[src/rtl/dsss_tx_pkg.sv]
package dsss_tx_pkg;
  typedef struct packed {
    logic loadBuf;   // capture the incoming byte
    logic shiftBit;  // move to the next data bit
    logic active;    // a chip cycle is in progress
  } ctrlStrobesT;
endpackage

[src/rtl/dsss_tx_ctrl.sv]
module dsss_tx_ctrl
  import dsss_tx_pkg::*;
#(
  parameter int BITS = 8,
  parameter int CHIPS_PER_BIT = 32
) (
  input  logic        clk,
  input  logic        rstN,
  input  logic        genReady,
  input  logic        reload,
  output ctrlStrobesT strobes,
  output logic        run,
  output logic        chipValid,
  output logic        busy,
  output logic        done
);
  localparam int FRAME = BITS * CHIPS_PER_BIT;
  localparam int CNT_W = $clog2(FRAME);

  typedef enum logic [1:0] {ST_NOGEN, ST_IDLE, ST_SEND} stateT;

  stateT             stateQ;
  logic [CNT_W-1:0]  chipCnt;
  logic              doneQ;
  logic              lastChip;
  logic              bitEnd;

  assign lastChip = (chipCnt == CNT_W'(FRAME - 1));
  assign bitEnd   = ((chipCnt % CNT_W'(CHIPS_PER_BIT)) == CNT_W'(CHIPS_PER_BIT - 1));

  always_ff @(posedge clk or negedge rstN) begin
    if (!rstN) begin
      stateQ  <= ST_NOGEN;
      chipCnt <= '0;
      doneQ   <= 1'b0;
    end else begin
      unique case (stateQ)
        ST_NOGEN: if (genReady) stateQ <= ST_IDLE;
        ST_IDLE: begin
          if (reload) begin
            stateQ  <= ST_SEND;
            chipCnt <= '0;
            doneQ   <= 1'b0;
          end
        end
        ST_SEND: begin
          if (lastChip) begin
            stateQ  <= ST_IDLE;
            chipCnt <= '0;
            doneQ   <= 1'b1;
          end else begin
            chipCnt <= chipCnt + 1'b1;
          end
        end
        default: stateQ <= ST_NOGEN;
      endcase
    end
  end

  assign chipValid        = (stateQ == ST_SEND);
  assign run              = chipValid;
  assign busy             = (stateQ != ST_IDLE);
  assign done             = doneQ;
  assign strobes.loadBuf  = (stateQ == ST_IDLE) && reload;
  assign strobes.shiftBit = chipValid && bitEnd;
  assign strobes.active   = chipValid;

  // generator readiness frees the block on the next cycle
  p_ready_frees_r3: assert property (@(posedge clk) disable iff (!rstN)
    (stateQ == ST_NOGEN && genReady) |=> !busy);
  // chip cycles only while busy
  p_valid_busy_r4: assert property (@(posedge clk) disable iff (!rstN)
    chipValid |-> busy);
  // done and busy never together
  p_done_idle_r6: assert property (@(posedge clk) disable iff (!rstN)
    done |-> !busy);
  // done rises only right after a chip cycle
  p_done_after_frame_r6: assert property (@(posedge clk) disable iff (!rstN)
    $rose(done) |-> $past(chipValid));
  // a frame in progress keeps going until its last chip
  p_no_restart_r7: assert property (@(posedge clk) disable iff (!rstN)
    (chipValid && !lastChip) |=> chipValid);
endmodule

[src/rtl/dsss_tx_datapath.sv]
module dsss_tx_datapath
  import dsss_tx_pkg::*;
#(
  parameter int BITS = 8
) (
  input  logic            clk,
  input  logic            rstN,
  input  ctrlStrobesT     strobes,
  input  logic [BITS-1:0] dataIn,
  input  logic            chipIn,
  output logic            chipOut
);
  logic [BITS-1:0] bufQ;

  always_ff @(posedge clk or negedge rstN) begin
    if (!rstN) begin
      bufQ <= '0;
    end else if (strobes.loadBuf) begin
      bufQ <= dataIn;
    end else if (strobes.shiftBit) begin
      bufQ <= {bufQ[BITS-2:0], 1'b0};
    end
  end

  assign chipOut = strobes.active & (bufQ[BITS-1] ^ chipIn);

  // quiet line outside chip cycles
  p_quiet_idle_r9: assert property (@(posedge clk) disable iff (!rstN)
    !strobes.active |-> !chipOut);
  // buffer only changes through capture or bit shift
  p_buf_hold_r7: assert property (@(posedge clk) disable iff (!rstN)
    (!strobes.loadBuf && !strobes.shiftBit) |=> $stable(bufQ));
endmodule

[src/rtl/dsss_frame_tx.sv]
module dsss_frame_tx
  import dsss_tx_pkg::*;
#(
  parameter int BITS = 8,
  parameter int CHIPS_PER_BIT = 32
) (
  input  logic            clk,
  input  logic            rstN,
  input  logic            genReady,
  input  logic            chipIn,
  input  logic            reload,
  input  logic [BITS-1:0] dataIn,
  output logic            run,
  output logic            chipOut,
  output logic            chipValid,
  output logic            busy,
  output logic            done
);
  ctrlStrobesT strobes;

  dsss_tx_ctrl #(.BITS(BITS), .CHIPS_PER_BIT(CHIPS_PER_BIT)) uCtrl (
    .clk(clk), .rstN(rstN), .genReady(genReady), .reload(reload),
    .strobes(strobes), .run(run), .chipValid(chipValid),
    .busy(busy), .done(done)
  );

  dsss_tx_datapath #(.BITS(BITS)) uData (
    .clk(clk), .rstN(rstN), .strobes(strobes), .dataIn(dataIn),
    .chipIn(chipIn), .chipOut(chipOut)
  );

  // run mirrors chipValid
  always_comb begin
    if (rstN) p_run_valid_r9: assert (run == chipValid);
  end
endmodule

[config.mk]
export PLATFORM = sky130hd
export DESIGN_NAME = dsss_frame_tx
export DESIGN_NICKNAME = d
export VERILOG_FILES = /design/src/rtl/dsss_tx_pkg.sv /design/src/rtl/dsss_tx_ctrl.sv /design/src/rtl/dsss_tx_datapath.sv /design/src/rtl/dsss_frame_tx.sv
export SDC_FILE = /design/constraint.sdc
export NUM_CORES = 1
export LEC_CHECK = 0
export ABC_CLOCK_PERIOD_IN_PS = 3100
export CORE_MARGIN = 3
export CORE_UTILIZATION = 47
export DETAILED_ROUTE_END_ITERATION = 12
export GPL_ROUTABILITY_DRIVEN = 0
export HOLD_SLACK_MARGIN = 0.12
export PLACE_DENSITY_LB_ADDON = 0.08
export SKIP_LAST_GASP = 1
export SLEW_MARGIN = 20
export SYNTH_ARGS = -nofsm -noshare
export SYNTH_HDL_FRONTEND = slang
export SYNTH_SLANG_ARGS = --single-unit
[constraint.sdc]
create_clock -name clk -period 3.1 [get_ports clk]
set_clock_uncertainty 0.15 [all_clocks]
set_input_delay 0.31 -clock clk [delete_from_list [all_inputs] [get_ports clk]]
set_output_delay 0.31 -clock clk [all_outputs]
set_load 0.05 [all_outputs]
==> flow_metrics.env <==
export IMPL_final_cells=154
export IMPL_syn_area_um2=1040
export IMPL_synth_top_cells_by_count="nand2_1 (25), dfrtp_1 (19), nand3_1 (16)"
export IMPL_root_buffer="clkbuf_4"
export IMPL_cts_buffer_depth=2
export IMPL_p_int_mw=0.552
export IMPL_die_w_um=53.0
export IMPL_async_flop_share_pct=100
export IMPL_ios=18
export IMPL_rows=16
export IMPL_drt_wl_total_mm=2.31
export IMPL_cp_start_kind="flip-flop"
export IMPL_yosys_area_share_simple_pct=27.2
export IMPL_r2r_start="uCtrl.chipCnt[0]"
export IMPL_synthAdderAreaFrac_pct=1.21
export IMPL_synthesis_nets=127
export IMPL_drc_errors=0
export IMPL_coreArea_um2=2020
export IMPL_ant_nets=0
export IMPL_drive_above_1_share_pct=5.51
export IMPL_vias=879
export IMPL_grt_setup_unrepaired="no"
export IMPL_crit_arrival_ps=2010
export IMPL_drt_first_pass_iters=4
export IMPL_cts_resized=0
export IMPL_cp_end_kind="primary output"
export IMPL_clk_latency_ps=300
export IMPL_pwr_share_clk_pct=13.3
export IMPL_fin_crit_ps=2470
export IMPL_synthCells=113
export IMPL_setup_tns_ps=0
export IMPL_r2r_end="uData.bufQ[1]"
export IMPL_h_tree_depth=1
export IMPL_r2r_cells=4
export IMPL_synth_cell_types=28
export IMPL_numCtsBuffers=3
export IMPL_ff2ff_setup_slack_ps=1300
export IMPL_grt_pass1_vias=888
export IMPL_cap_violations=0
export IMPL_cts_hold_buf=0
export IMPL_slew_violations=0
export IMPL_muxShareOfSynthArea_pct=3.86
export IMPL_synth_warnings=0
export IMPL_diodes=0
export IMPL_critPathKind="reg2out"
export IMPL_clkTransAtPathRegs_ps=120
export IMPL_track_usage_pct=19.3
export IMPL_nets=142
export IMPL_total_power_mw=0.975
export IMPL_setup_violations=0
export IMPL_ys_flop_type="dfrtp_1"
export IMPL_start_util_pct=51.2
export IMPL_utilization_pct=60.1
export IMPL_yosys_area_top_type="dfrtp_1"
export IMPL_ys_seq_area_share_pct=45.9
export IMPL_min_period_over_period_pct=79.6
export IMPL_worst_slew_pin_slew_ps=859
export IMPL_cellLeakagePower_nw=0.493
export IMPL_p_switching_mw=0.423
export IMPL_max_slew_margin_pct=42.6
export IMPL_worstSetupEndpoint="run"
export IMPL_hp_class="in2async"
export IMPL_vdd_ir_drop_worst_mv=0.486
export IMPL_grt_max_degree=20
export IMPL_yosysMostFrequentCell="nand2_1"
export IMPL_synth_seq_cells=19
export IMPL_synth_top_area_share_pct=45.9
export IMPL_synthXorXnorAreaFrac_pct=0.845
export IMPL_syn_area_per_cell_um2=9.17
export IMPL_globalRouteOverflowTotal=0
export IMPL_finalHoldViolCount=0
export IMPL_portBuffers=17
export IMPL_n_fill_cell=183
export IMPL_antenna_found_initial=0
export IMPL_postCtsSetupBuffers=0
export IMPL_cp_max_fo=16
export IMPL_synth_area_leaders="dfrtp_1 (46%), nand2_1 (9.1%), o211ai_1 (8.7%), nand3_1 (7.7%), mux2i_1 (3.9%)"
export IMPL_fmax_ghz=0.405
export IMPL_grt_pass1_wl_mm=3.97
export IMPL_power_density_nw_per_um2=802
export IMPL_synth_top_family_by_area="simple AND/OR/NAND/NOR gates"
export IMPL_seqPwrFrac_pct=45.8
export IMPL_cts_sinks=19
export IMPL_die_h_um=53.0
export IMPL_synth_compound_area_share_pct=14.0
export IMPL_die_area_um2=2800
export IMPL_cts_tree="built"
export IMPL_power_frac_comb_pct=40.9
export IMPL_crit_start="uCtrl.stateQ[0]"
export IMPL_syn_to_final_growth_pct=17.4
export IMPL_via_per_inst=5.71
export IMPL_post_dp_hpwl_mm=1.62
export IMPL_worst_ep_required_time_ps=2640
export IMPL_status="finished, final reports clean"
export IMPL_dp_cells=150
export IMPL_synth_edf_count=0
export IMPL_switching_share_pct=43.4
export IMPL_drt_iter0_drc=24
export IMPL_wire_per_inst_um=15.0
==> metrics by stage <==
stage	setup WS, ps	hold WS, ps	cell area, µm²
after CTS	626	361	1220
after detailed placement	884	333	1190
final	633	335	1220
after floorplan	1230	-136	1040
after global placement	909	321	1190
after global routing	532	395	1220
==> final cells by class <==
type | count | area, µm² | share of cell area (%)
Timing Repair Buffer | 17 | 170 | 14.0
Sequential cell | 19 | 475 | 39.1
Clock inverter | 1 | 5.00 | 0.412
Inverter | 5 | 21.3 | 1.75
Multi-Input combinational cell | 82 | 488 | 40.1
Clock buffer | 3 | 22.5 | 1.85
Tap cell | 27 | 33.8 | 2.78
==> worst min-delay path by stage <==
stage | start | end | slack [ps] | depth (start not counted)
floorplan | rstN | uCtrl.chipCnt[0] | -140 | 0
global placement | uCtrl.done | uCtrl.done | 320 | 2
detailed placement | uCtrl.done | uCtrl.done | 330 | 2
CTS | uCtrl.done | uCtrl.done | 360 | 2
global route | rstN | uCtrl.chipCnt[2] | 400 | 1
finish | rstN | uCtrl.chipCnt[4] | 340 | 1
==> layer usage <==
metal	vias to the layer above	routed length, µm	GRT usage (%)
li1	435	-	-
met1	419	1100	25.1
met2	19	1090	31.2
met3	6	76	2.82
met4	0	41	8.94
met5	-	0	0
==> logic make-up (layout without fill, tap and decap cells) <==
group	Yosys count	after routing
simple gates	55	55
fa+ha+maj	1	1
flops	19	19
buf+inv	12	26
mux	4	4
compound gates	21	21
xor+xnor	1	1
==> placed cells by master (no fill, tap or decap) <==
| cell | netlist | final |
|---|---|---|
| a2111oi_0 | 1 | 1 |
| and3b_1 | 1 | 1 |
| and4_1 | 1 | 1 |
| clkbuf_4 | 0 | 3 |
| clkdlybuf4s50_1 | 0 | 17 |
| clkinv_2 | 0 | 1 |
| dfrtp_1 | 19 | 19 |
| ha_1 | 1 | 1 |
| inv_1 | 4 | 4 |
| inv_4 | 1 | 1 |
| mux2i_1 | 4 | 4 |
| nand2_1 | 25 | 25 |
| nand2b_1 | 1 | 1 |
| nand2b_4 | 1 | 1 |
| nand3_1 | 16 | 16 |
| nand3b_1 | 2 | 2 |
| nand4_1 | 1 | 1 |
| nand4_2 | 1 | 1 |
| nor2_1 | 2 | 2 |
| o2111ai_1 | 1 | 1 |
| o211ai_1 | 12 | 12 |
| o21ai_0 | 2 | 2 |
| o21ai_1 | 3 | 3 |
| o22ai_1 | 2 | 2 |
| or3_1 | 1 | 1 |
| or4_1 | 3 | 3 |
| xnor2_1 | 1 | 1 |
==> critical path, stage by stage (launching register included) <==
cell and delay (ps):
dfrtp_1 440, nand2b_4 250, inv_4 190, clkdlybuf4s50_1 830
==> power by group through the flow <==
stage	sequential, mW	combinational (mW)	clock, mW
floorplan	0.422	0.338	0
global placement	0.448	0.388	0
detailed placement	0.450	0.403	0
CTS	0.446	0.403	0.134
global route	0.470	0.446	0.141
finish	0.446	0.399	0.130
==> state kept, by name (all words and copies together) (netlist names) <==
name / flops
uData.bufQ: 8
uCtrl.chipCnt: 8
uCtrl.done: 1
uCtrl.stateQ: 2
(Power assumes the default switching activity.)
